<file path="src/rtl/fir_da_pkg.sv">
package fir_da_pkg;

  typedef enum logic {
    ST_IDLE = 1'b0,
    ST_RUN  = 1'b1
  } fir_state_e;

  // index width that never collapses to zero bits
  function automatic int unsigned idx_w(input int unsigned n);
    return (n > 1) ? $clog2(n) : 1;
  endfunction

endpackage

</file>
<file path="src/rtl/fir_da_ctrl.sv">
module fir_da_ctrl
  import fir_da_pkg::*;
#(
  parameter int unsigned DW = 8,
  parameter int unsigned BW = 3
) (
  input  logic          clk,
  input  logic          rst_n,
  input  logic          in_valid,
  output logic          accept,
  output logic          run,
  output logic          first_bit,
  output logic          last_bit,
  output logic [BW-1:0] bit_idx
);

  fir_state_e    state_q, state_d;
  logic [BW-1:0] bit_q, bit_d;

  assign run       = (state_q == ST_RUN);
  assign first_bit = run && (bit_q == '0);
  assign last_bit  = run && (bit_q == BW'(DW - 1));
  assign accept    = in_valid && (!run || last_bit);
  assign bit_idx   = bit_q;

  always_comb begin
    state_d = state_q;
    bit_d   = bit_q;
    if (accept) begin
      state_d = ST_RUN;
      bit_d   = '0;
    end else if (last_bit) begin
      state_d = ST_IDLE;
      bit_d   = '0;
    end else if (run) begin
      bit_d   = bit_q + 1'b1;
    end
  end

  always_ff @(posedge clk or negedge rst_n) begin
    if (!rst_n) begin
      state_q <= ST_IDLE;
      bit_q   <= '0;
    end else begin
      state_q <= state_d;
      bit_q   <= bit_d;
    end
  end

endmodule

</file>
<file path="src/rtl/fir_da_delay.sv">
module fir_da_delay #(
  parameter int unsigned NTAPS = 8,
  parameter int unsigned DW    = 8,
  parameter int unsigned BW    = 3
) (
  input  logic             clk,
  input  logic             rst_n,
  input  logic             shift_en,
  input  logic [DW-1:0]    din,
  input  logic [BW-1:0]    bit_sel,
  output logic [NTAPS-1:0] slice,
  output logic [DW-1:0]    newest
);

  logic [NTAPS-1:0][DW-1:0] tap_q, tap_d;

  always_comb begin
    tap_d    = tap_q;
    tap_d[0] = din;
    for (int k = 1; k < NTAPS; k++) begin
      tap_d[k] = tap_q[k-1];
    end
  end

  always_ff @(posedge clk or negedge rst_n) begin
    if (!rst_n) begin
      tap_q <= '0;
    end else if (shift_en) begin
      tap_q <= tap_d;
    end
  end

  for (genvar k = 0; k < NTAPS; k++) begin : g_slice
    assign slice[k] = tap_q[k][bit_sel];
  end

  assign newest = tap_q[0];

endmodule

</file>
<file path="src/rtl/fir_da_table.sv">
module fir_da_table #(
  parameter int unsigned Q  = 4,
  parameter int unsigned TW = 10
) (
  input  logic          clk,
  input  logic          we,
  input  logic [Q-1:0]  waddr,
  input  logic [TW-1:0] wdata,
  input  logic [Q-1:0]  raddr,
  output logic [TW-1:0] rdata
);

  localparam int unsigned DEPTH = 1 << Q;

  // storage array: filled before use, so it has no reset
  logic [TW-1:0] mem_q [DEPTH];

  always_ff @(posedge clk) begin
    if (we) begin
      mem_q[waddr] <= wdata;
    end
  end

  assign rdata = mem_q[raddr];

endmodule

</file>
<file path="src/rtl/fir_da_accum.sv">
module fir_da_accum #(
  parameter int unsigned P  = 2,
  parameter int unsigned TW = 10,
  parameter int unsigned OW = 19,
  parameter int unsigned BW = 3
) (
  input  logic                clk,
  input  logic                rst_n,
  input  logic                run,
  input  logic                first_bit,
  input  logic                last_bit,
  input  logic [BW-1:0]       bit_idx,
  input  logic [P-1:0][TW-1:0] grp_word,
  output logic                out_valid,
  output logic [OW-1:0]       out_data
);

  logic signed [OW-1:0] lut_sum, term, base, acc_d;
  logic signed [OW-1:0] acc_q, res_q;
  logic                 vld_q;

  always_comb begin
    lut_sum = '0;
    for (int g = 0; g < P; g++) begin
      lut_sum = lut_sum + $signed({{(OW-TW){grp_word[g][TW-1]}}, grp_word[g]});
    end
    term  = lut_sum <<< bit_idx;
    base  = first_bit ? '0 : acc_q;
    acc_d = last_bit ? (base - term) : (base + term);
  end

  always_ff @(posedge clk or negedge rst_n) begin
    if (!rst_n) begin
      acc_q <= '0;
    end else if (run) begin
      acc_q <= acc_d;
    end
  end

  always_ff @(posedge clk or negedge rst_n) begin
    if (!rst_n) begin
      res_q <= '0;
    end else if (last_bit) begin
      res_q <= acc_d;
    end
  end

  always_ff @(posedge clk or negedge rst_n) begin
    if (!rst_n) begin
      vld_q <= 1'b0;
    end else begin
      vld_q <= last_bit;
    end
  end

  assign out_valid = vld_q;
  assign out_data  = res_q;

endmodule

</file>
<file path="src/rtl/fir_da_top.sv">
module fir_da_top
  import fir_da_pkg::*;
#(
  parameter int unsigned NTAPS    = 8,
  parameter int unsigned GRP_TAPS = 4,
  parameter int unsigned DW       = 8,
  parameter int unsigned CW       = 8,
  localparam int unsigned P       = NTAPS / GRP_TAPS,
  localparam int unsigned GW      = idx_w(P),
  localparam int unsigned BW      = idx_w(DW),
  localparam int unsigned TW      = CW + $clog2(GRP_TAPS),
  localparam int unsigned OW      = DW + CW + $clog2(NTAPS)
) (
  input  logic                clk,
  input  logic                rst_n,
  input  logic                in_valid,
  input  logic [DW-1:0]       in_data,
  input  logic                tbl_we,
  input  logic [GW-1:0]       tbl_grp,
  input  logic [GRP_TAPS-1:0] tbl_addr,
  input  logic [TW-1:0]       tbl_wdata,
  output logic                out_valid,
  output logic [OW-1:0]       out_data
);

  logic                 accept, run, first_bit, last_bit;
  logic [BW-1:0]        bit_idx;
  logic [NTAPS-1:0]     slice;
  logic [DW-1:0]        newest_tap;
  logic [P-1:0][TW-1:0] grp_word;

  fir_da_ctrl #(.DW(DW), .BW(BW)) u_ctrl (
    .clk       (clk),
    .rst_n     (rst_n),
    .in_valid  (in_valid),
    .accept    (accept),
    .run       (run),
    .first_bit (first_bit),
    .last_bit  (last_bit),
    .bit_idx   (bit_idx)
  );

  fir_da_delay #(.NTAPS(NTAPS), .DW(DW), .BW(BW)) u_delay (
    .clk      (clk),
    .rst_n    (rst_n),
    .shift_en (accept),
    .din      (in_data),
    .bit_sel  (bit_idx),
    .slice    (slice),
    .newest   (newest_tap)
  );

  for (genvar g = 0; g < P; g++) begin : g_tbl
    logic we_g;
    assign we_g = tbl_we && (tbl_grp == GW'(g));
    fir_da_table #(.Q(GRP_TAPS), .TW(TW)) u_tbl (
      .clk   (clk),
      .we    (we_g),
      .waddr (tbl_addr),
      .wdata (tbl_wdata),
      .raddr (slice[g*GRP_TAPS +: GRP_TAPS]),
      .rdata (grp_word[g])
    );
  end

  fir_da_accum #(.P(P), .TW(TW), .OW(OW), .BW(BW)) u_acc (
    .clk       (clk),
    .rst_n     (rst_n),
    .run       (run),
    .first_bit (first_bit),
    .last_bit  (last_bit),
    .bit_idx   (bit_idx),
    .grp_word  (grp_word),
    .out_valid (out_valid),
    .out_data  (out_data)
  );

endmodule

</file>
<file path="config.mk">
export PLATFORM = sky130hd
export DESIGN_NAME = fir_da_top
export DESIGN_NICKNAME = d
export VERILOG_FILES = /design/src/rtl/fir_da_pkg.sv /design/src/rtl/fir_da_ctrl.sv /design/src/rtl/fir_da_delay.sv /design/src/rtl/fir_da_table.sv /design/src/rtl/fir_da_accum.sv /design/src/rtl/fir_da_top.sv
export SDC_FILE = /design/constraint.sdc
export NUM_CORES = 1
export LEC_CHECK = 0
export BUFFER_PORTS_ARGS = -buffer_cell sky130_fd_sc_hd__buf_2
export CORE_MARGIN = 2
export CORE_UTILIZATION = 33
export DETAILED_ROUTE_END_ITERATION = 10
export SLEW_MARGIN = 10
export SYNTH_ARGS = -nofsm -noshare
export SYNTH_HDL_FRONTEND = slang
export SYNTH_HIERARCHICAL = 1
export SYNTH_SLANG_ARGS = --single-unit
</file>
<file path="constraint.sdc">
create_clock -name clk -period 9.8 [get_ports clk]
set_clock_uncertainty 0.05 [all_clocks]
set_input_delay 2.94 -clock clk [delete_from_list [all_inputs] [get_ports clk]]
set_output_delay 2.94 -clock clk [all_outputs]
set_load 0.005 [all_outputs]
</file>
==> flow_metrics.env, run 1 <==
export IMPL_die_area_um2=61500
export IMPL_slew_violations=0
export IMPL_hold_viol=0
export IMPL_syn_avg_cell_area_um2=16.1
export IMPL_cts_resized=0
export IMPL_maxSlewHeadroom_pct=19.4
export IMPL_end_kind="flop"
export IMPL_diodes=0
export IMPL_place_congestion=0.851
export IMPL_max_cap_violations=0
export IMPL_die_w_um=248
export IMPL_clk_latency_ns=0.57
export IMPL_final_common_cell="edfxtp_1"
export IMPL_setup_tns_ns=0
export IMPL_r2r_end="u_acc/acc_q[18]"
export IMPL_std_cell_rows=89
export IMPL_grt_overflow=0
export IMPL_via_per_inst=5.21
export IMPL_start_util_pct=33.4
export IMPL_clock_sinks=427
export IMPL_grtUsageTotal_pct=13.9
export IMPL_yosys_warnings=6
export IMPL_cts_htree_levels=2
export IMPL_cts_root_buf="clkbuf_16"
export IMPL_reg2reg_slack_ns=1.77
export IMPL_routed_wl_um=41600
export IMPL_cp_startpoint="u_ctrl/bit_idx[0]"
export IMPL_grt_pass1_vias=11100
export IMPL_rsz0062_at_grt="false"
export IMPL_worst_pin_slew_ns=1.20
export IMPL_fin_nets=1336
export IMPL_crit_path_end="u_acc/acc_q[18]"
export IMPL_ios=47
export IMPL_cts_buffers=45
export IMPL_dr_first_iter_drc_count=943
export IMPL_final_setup_viol_count=0
export IMPL_start_kind="flop"
export IMPL_arrival_ns=8.40
export IMPL_required_ns=10.17
export IMPL_status="finished, final reports clean"
export IMPL_die_h_um=248
export IMPL_hpwl_um=26700
export IMPL_drc_errors=0
export IMPL_grt_pass1_wl_um=65800
export IMPL_ctsLongestPathBuffers=3
export IMPL_final_min_clock_period_ns=8.03
export IMPL_grt_antenna_before_repair=0
export IMPL_hold_start="u_acc/out_data[17]"
export IMPL_netlist_instances=1218
export IMPL_area_delta_synth_final_pct=12.4
export IMPL_routedWlPerCell_um=20.0
export IMPL_vias=10900
export IMPL_cts_setup_buffers=0
export IMPL_cts_hold_buf=0
export IMPL_path_clk_slew_ns=0.06
export IMPL_cp_max_fo=22
export IMPL_hold_class="flop to flop"
export IMPL_syn_area_um2=19700
export IMPL_clock_fmax_ghz=0.124
export IMPL_layout_drive_gt1_share_pct=25.1
export IMPL_postRouteAntennaNets=0
export IMPL_cts_tree="done"
export IMPL_fin_crit_sh_pct=82.0
export IMPL_mostFrequentLayoutCells="320 x edfxtp_1, 106 x dfrtp_1, 101 x mux2_2, 75 x nor2_1, 59 x nand2_1"
export IMPL_r2r_start="u_ctrl/bit_idx[0]"
export IMPL_drt_first_pass_iters=5
export IMPL_grt_max_degree=65
export IMPL_port_buffer_count=46
export IMPL_core_area_um2=58900
export IMPL_synth_nets=1279
export IMPL_critical_path_class="flop to flop"
export IMPL_reg2reg_depth=25
-- sequential cells by signal, summed over array words and instances (netlist names) --
| register | flops |
|---|---|
| u_acc/out_data | 19 |
| u_ctrl/run | 1 |
| u_ctrl/bit_idx | 3 |
| u_delay/newest | 8 |
| u_acc/acc_q | 19 |
| g_tbl.u_tbl/mem_q | 320 |
| u_delay/tap_q | 8 |
| u_delay/tap_d | 48 |
| u_acc/out_valid | 1 |
-- critical path, stage by stage (launching register included) --
cell and delay, ns:
dfrtp_2 0.67, mux4_1 0.65, mux2_2 0.60, mux4_1 0.63, a22oi_1 0.32, nand2_1 0.11
ha_1 0.25, fa_1 0.44, a211o_1 0.34, and2_1 0.17, nor3_1 0.29, nor2_1 0.12
a221oi_2 0.41, mux2_2 0.33, nor3b_1 0.08, a21oi_1 0.18, xor2_1 0.17, ha_1 0.30
and3_1 0.17, a31o_2 0.25, o41ai_1 0.36, o211ai_1 0.20, o221ai_1 0.38, nor2_1 0.09
mux2i_1 0.15, o221ai_1 0.12
-- worst min path at each step --
stage	to	slack, ns	cells past startpoint
final	u_acc/out_data[17]	0.43	2
after CTS	u_acc/out_data[17]	0.43	2
after floorplan	u_acc/acc_q[17]	0.39	2
after global placement	u_acc/acc_q[17]	0.41	2
after detailed placement	u_acc/out_data[17]	0.42	2
after global routing	u_acc/out_data[17]	0.47	2
-- area by class of cell --
class | instances | area [um2]
clock buffers | 62 | 1210
clock inverters | 20 | 173
fillers | 5430 | 36800
inverters | 20 | 75.1
multi-input cells | 712 | 6970
flip-flops and latches | 427 | 12300
well taps | 773 | 967
repair buffers | 69 | 405
-- stage by stage --
stage	cells	hold WS (ns)	worst slack [ns]	area, um2	utilization, %
floorplan	1218	0.391	2.83	19700	-
global placement	2001	0.407	1.81	20700	35.1
detailed placement	2001	0.418	1.78	20700	35.1
CTS	2083	0.433	1.73	22100	37.5
global route	2083	0.468	1.12	22100	37.5
finish	2083	0.430	1.77	22100	37.5
-- layer usage --
| metal | vias to the layer above | share of wire (%) | GRT usage, % |
|---|---|---|---|
| met5 | - | 0 | 0 |
| met4 | 0 | 2.6 | 4.53 |
| met3 | 70 | 5.1 | 2.38 |
| met2 | 287 | 47 | 22.4 |
| met1 | 5558 | 45 | 19.1 |
| li1 | 4943 | - | - |
Power of run 1 is not shown: default switching activity piles up to over one toggle a cycle in this logic, so the estimate is an artifact.
==> run 2, diff against run 1 <==
==> constraint.sdc (replaced) <==
create_clock -name clk -period 6.8 [get_ports clk]
set_clock_uncertainty 0.05 [all_clocks]
set_input_delay 2.04 -clock clk [delete_from_list [all_inputs] [get_ports clk]]
set_output_delay 2.04 -clock clk [all_outputs]
set_load 0.005 [all_outputs]
==> run 2 against run 1 <==
  * First-iteration DRC count fell by 3.6%
  * Final cell count rose by 9.8%
  * Via count grew 7.0%
  * The run now ends with setup timing left
  * Sequential share of layout area shrank 5.6 points
  * Non-clock buffer count grew 200
  * Core utilization is 4.2 points higher
  * Register-to-register slack lost 1.9 ns
  * Worst hold slack worse by 0.0041 ns
  * Design area grew 11%
  * Global-route usage rose by 0.99 points
  * Routed wire length increased by 9.6%
  * Critical path depth grew 5
==> flow_metrics.env, run 2 (synthesized netlist as in run 1, its figures left out) <==
export IMPL_path_delay_family="compound AO/OA/AOI/OAI gates"
export IMPL_cts_htree_levels=2
export IMPL_final_setup_viol_count=6
export IMPL_final_min_clock_period_ns=6.90
export IMPL_cts_root_buf="clkbuf_16"
export IMPL_ios=47
export IMPL_routedWlPerCell_um=19.9
export IMPL_layout_drive_gt1_share_pct=42.5
export IMPL_port_buffer_count=46
export IMPL_grt_max_degree=65
export IMPL_via_per_inst=5.08
export IMPL_std_cell_rows=89
export IMPL_cpMaxStageDelayCell="or4b_4"
export IMPL_fin_crit_sh_pct=101
export IMPL_drc_errors=0
export IMPL_clock_fmax_ghz=0.145
export IMPL_cp_max_fo=8
export IMPL_largest_register="g_tbl.u_tbl/mem_q"
export IMPL_core_area_um2=58900
export IMPL_max_cap_violations=0
export IMPL_die_w_um=248
export IMPL_arrival_ns=7.30
export IMPL_grt_pass1_vias=12000
export IMPL_violations="setup timing"
export IMPL_hold_viol=0
export IMPL_cpMostUsedCell="buf_6"
export IMPL_required_ns=7.20
export IMPL_cp_slowest_stage_delay_ns=0.52
export IMPL_path_buf_inv=8
export IMPL_drt_first_pass_iters=5
export IMPL_clk_latency_ns=0.60
export IMPL_start_kind="flop"
export IMPL_cts_hold_buf=0
export IMPL_grt_pass1_wl_um=70300
export IMPL_rsz0062_at_grt="true"
export IMPL_status="finished, violations left"
export IMPL_cts_tree="done"
export IMPL_end_kind="flop"
export IMPL_fin_hold_ws_ns=0.426
export IMPL_grt_antenna_before_repair=2
export IMPL_grt_overflow=0
export IMPL_final_common_cell="edfxtp_1"
export IMPL_largest_reg_flops=320
export IMPL_dr_first_iter_drc_count=909
export IMPL_vias=11600
export IMPL_path_clk_slew_ns=0.06
export IMPL_maxSlewHeadroom_pct=10.0
export IMPL_grtUsageTotal_pct=14.9
export IMPL_mostFrequentLayoutCells="320 x edfxtp_1, 191 x buf_4, 106 x dfrtp_1, 91 x mux2_2, 72 x mux4_2"
export IMPL_die_h_um=248
export IMPL_routed_wl_um=45600
export IMPL_hpwl_um=29000
export IMPL_setup_slack_ns=-0.101
export IMPL_cts_buffers=46
export IMPL_area_delta_synth_final_pct=25.0
export IMPL_ctsLongestPathBuffers=3
export IMPL_dpl_worst_slack_ns=-0.376
export IMPL_postRouteAntennaNets=0
export IMPL_critical_path_class="flop to flop"
export IMPL_hold_class="flop to flop"
export IMPL_die_area_um2=61500
export IMPL_fin_nets=1538
export IMPL_worst_pin_slew_ns=1.35
export IMPL_slew_violations=0
export IMPL_place_congestion=0.830
export IMPL_clock_sinks=427
export IMPL_start_util_pct=33.4
[run 2: worst register-to-register path: cells and delay by family, from the launching register on]
family                   cells  cell delay, ns
AO/OA/AOI/OAI                8            1.45
multiplexers                 4            1.35
AND/OR/NAND/NOR              5            1.32
buffers and inverters        8            1.10
adder cells (fa/ha/maj)      3            0.80
flip-flops                   1            0.43
XOR/XNOR                     2            0.29
[run 2: cell type report]
| type | count | area, um2 |
|---|---|---|
| timing repair buffer | 269 | 2160 |
| tap | 773 | 967 |
| inverter | 20 | 75.1 |
| clock buffer | 57 | 1230 |
| antenna | 2 | 5.00 |
| multi-input combinational | 713 | 7590 |
| fill | 5284 | 34300 |
| clock inverter | 27 | 241 |
| sequential | 427 | 12300 |
[run 2: stage by stage]
| stage | cells | cell area (um2) | util (%) | TNS [ns] |
|---|---|---|---|---|
| 6_report | 2288 | 24600 | 41.7 | -0.414 |
| 5_1_grt | 2286 | 24600 | 41.7 | -2.97 |
| 4_1_cts | 2265 | 24000 | 40.7 | -0.173 |
| 3_5_place_dp | 2158 | 22000 | 37.4 | -2.56 |
| 3_3_place_gp | 2158 | 22000 | 37.4 | -1.73 |
| 2_1_floorplan | 1218 | 19700 | - | 0 |
[run 2: timing repair]
action                     4_1_cts  5_1_grt
cloned                           2        1
buffers inserted                22       22
hold endpoints to repair         0        0
resized for setup               81       90
pin swaps                       34       49
setup endpoints to repair       12       16
[run 2: worst paths after layout]
| path | slack, ns | end | cells past startpoint | startpoint |
|---|---|---|---|---|
| hold / removal | 0.43 | u_acc/acc_q[17] | 2 | u_acc/acc_q[17] |
| hold reg to reg | 0.43 | u_acc/acc_q[17] | 2 | u_acc/acc_q[17] |
| setup / recovery | -0.10 | u_acc/out_data[18] | 30 | u_ctrl/bit_idx[0] |
| max in group asynchronous | 4.09 | u_acc/acc_q[13] | 2 | rst_n |
| min in group asynchronous | 1.45 | u_delay/tap_d[23] | 1 | rst_n |
| setup reg to reg | -0.10 | u_acc/out_data[18] | 30 | u_ctrl/bit_idx[0] |
[run 2: layer usage]
layer	vias up	wire length, um	global-route usage, %
met4	4	1020	4.51
met5	-	21	0
met3	67	2330	2.69
met2	259	22100	24.7
li1	5340	-	-
met1	5953	20200	19.8
Power of run 2 is left out for the same reason.
==> run 3, diff against run 2 <==
--- a/config.mk
+++ b/config.mk
@@ -7,9 +7,9 @@
 export LEC_CHECK = 0
 export BUFFER_PORTS_ARGS = -buffer_cell sky130_fd_sc_hd__buf_2
 export CORE_MARGIN = 2
-export CORE_UTILIZATION = 33
+export CORE_UTILIZATION = 57
 export DETAILED_ROUTE_END_ITERATION = 10
-export SLEW_MARGIN = 10
+export PLACE_DENSITY = 0.77
 export SYNTH_ARGS = -nofsm -noshare
 export SYNTH_HDL_FRONTEND = slang
 export SYNTH_HIERARCHICAL = 1
==> run 3 against run 2 <==
  * The flow still finishes with violations (setup timing)
  * Critical path depth is 1 lower
  * Routed wire length is 3.1% lower
  * Die area is 42% lower
  * Via count is 1.8% higher
  * Worst hold slack better by 0.020 ns
  * Fmax is 3.2% lower
  * Core utilization is 28 points higher
  * Register-to-register slack worse by 0.23 ns
  * Count of clock-buffer cells in the layout is 3 lower
  * Final cell count is 16% lower
  * Non-clock buffer count is 29 lower
==> flow_metrics.env, run 3 (synthesized netlist as in run 1, its figures left out) <==
export IMPL_vias=11800
export IMPL_path_buf_inv=5
export IMPL_slew_violations=0
export IMPL_final_common_cell="edfxtp_1"
export IMPL_cts_root_buf="clkbuf_16"
export IMPL_place_congestion=0.860
export IMPL_routed_top_layer="met4"
export IMPL_postRouteAntennaNets=0
export IMPL_port_buffer_count=46
export IMPL_fill_cells=2163
export IMPL_required_ns=7.10
export IMPL_register_area_um2=12300
export IMPL_layout_drive_gt1_share_pct=38.4
export IMPL_status="finished, violations left"
export IMPL_grtUsageTotal_pct=24.8
export IMPL_dr_first_iter_drc_count=1024
export IMPL_rsz0062_at_grt="true"
export IMPL_arrival_ns=7.43
export IMPL_hold_viol=0
export IMPL_grt_max_degree=65
export IMPL_cp_slowest_stage_delay_ns=0.50
export IMPL_clk_latency_ns=0.57
export IMPL_cts_tree="done"
export IMPL_via_per_inst=6.14
export IMPL_area_delta_synth_final_pct=20.1
export IMPL_start_kind="flop"
export IMPL_ios=47
export IMPL_start_util_pct=58.3
export IMPL_std_cell_rows=67
export IMPL_die_w_um=190
export IMPL_die_area_um2=36000
export IMPL_cts_buffers=44
export IMPL_drt_first_pass_iters=5
export IMPL_violations="setup timing"
export IMPL_clock_fmax_ghz=0.140
export IMPL_mostFrequentLayoutCells="320 x edfxtp_1, 176 x buf_4, 106 x dfrtp_1, 96 x mux2_2, 76 x nor2_1"
export IMPL_fin_crit_sh_pct=105
export IMPL_cpMostUsedCell="nand2_2"
export IMPL_dr_wl_met3_um=2840
export IMPL_routed_wl_um=44200
export IMPL_path_clk_slew_ns=0.06
export IMPL_cts_hold_buf=0
export IMPL_critical_path_class="flop to flop"
export IMPL_grt_pass1_wl_um=68200
export IMPL_multi_input_area_um2=7440
export IMPL_wl_met2_um=22100
export IMPL_setup_slack_ns=-0.330
export IMPL_stdcell_count=1926
export IMPL_fin_nets=1508
export IMPL_maxSlewHeadroom_pct=23.2
export IMPL_numPlacedInstances=1825
export IMPL_final_core_util_pct=70.0
export IMPL_cts_htree_levels=2
export IMPL_worst_pin_slew_ns=1.15
export IMPL_hpwl_um=27900
export IMPL_hold_class="flop to flop"
export IMPL_grt_overflow=0
export IMPL_place_area_um2=21500
export IMPL_wl_met1_um=18000
export IMPL_ctsLongestPathBuffers=3
export IMPL_final_setup_viol_count=12
export IMPL_dpl_worst_slack_ns=-0.473
export IMPL_path_delay_family="compound AO/OA/AOI/OAI gates"
export IMPL_die_h_um=190
export IMPL_clock_sinks=427
export IMPL_routedWlPerCell_um=22.9
export IMPL_cpMaxStageDelayCell="mux4_2"
export IMPL_grt_pass1_vias=12200
export IMPL_final_area_um2=23600
export IMPL_largest_reg_flops=320
export IMPL_end_kind="flop"
export IMPL_final_min_clock_period_ns=7.13
export IMPL_cp_max_fo=8
export IMPL_grt_antenna_before_repair=0
export IMPL_drc_errors=0
export IMPL_max_cap_violations=0
export IMPL_diodes=0
export IMPL_largest_register="g_tbl.u_tbl/mem_q"
export IMPL_core_area_um2=33700
==> run 3: cell types whose count changed in the layout (fill, tap and decap cells not counted), sizes merged <==
cell / delta
buf: -28
bufinv: +1
clkbuf: -4
clkinv: -3
clkinvlp: -3
diode: -2
inv: +1
mux2: +1
==> run 3: area by class of cell <==
type                    count  area share [%]
repair buffers            240            7.94
flip-flops and latches    427            52.1
multi-input cells         714            31.5
well taps                 448            2.38
clock inverters            23           0.928
inverters                  20           0.318
clock buffers              54            4.83
==> run 3: per-layer routing <==
| metal | vias to the layer above | GRT usage (%) |
|---|---|---|
| li1 | 5294 | - |
| met1 | 6020 | 33.1 |
| met2 | 426 | 42.1 |
| met3 | 91 | 4.00 |
| met4 | 0 | 7.96 |
| met5 | - | 0 |
==> run 3: path summary, 6_finish.rpt <==
path                                   start           endpoint  slack (ns)  cells after the start
hold / removal               u_acc/acc_q[13]    u_acc/acc_q[13]        0.45                      1
setup / recovery           u_ctrl/bit_idx[0]    u_acc/acc_q[18]       -0.33                     29
setup reg to reg           u_ctrl/bit_idx[0]    u_acc/acc_q[18]       -0.33                     29
hold reg to reg              u_acc/acc_q[13]    u_acc/acc_q[13]        0.45                      1
max in group asynchronous              rst_n  u_acc/out_data[0]        4.04                      2
min in group asynchronous              rst_n  u_delay/newest[7]        1.48                      1
==> run 3: per-stage QoR <==
step	hold slack, ns	TNS, ns
2_1_floorplan	0.391	0
3_3_place_gp	0.405	-2.60
3_5_place_dp	0.420	-3.64
4_1_cts	0.449	-0.388
5_1_grt	0.466	-5.36
6_report	0.447	-1.86
==> run 3: repair_timing <==
action,CTS,global route
gates resized for setup,63,45
pin swaps,27,44
setup endpoints to repair,13,18
gates cloned,1,2
buffers inserted,9,14
Power of run 3 is left out for the same reason.
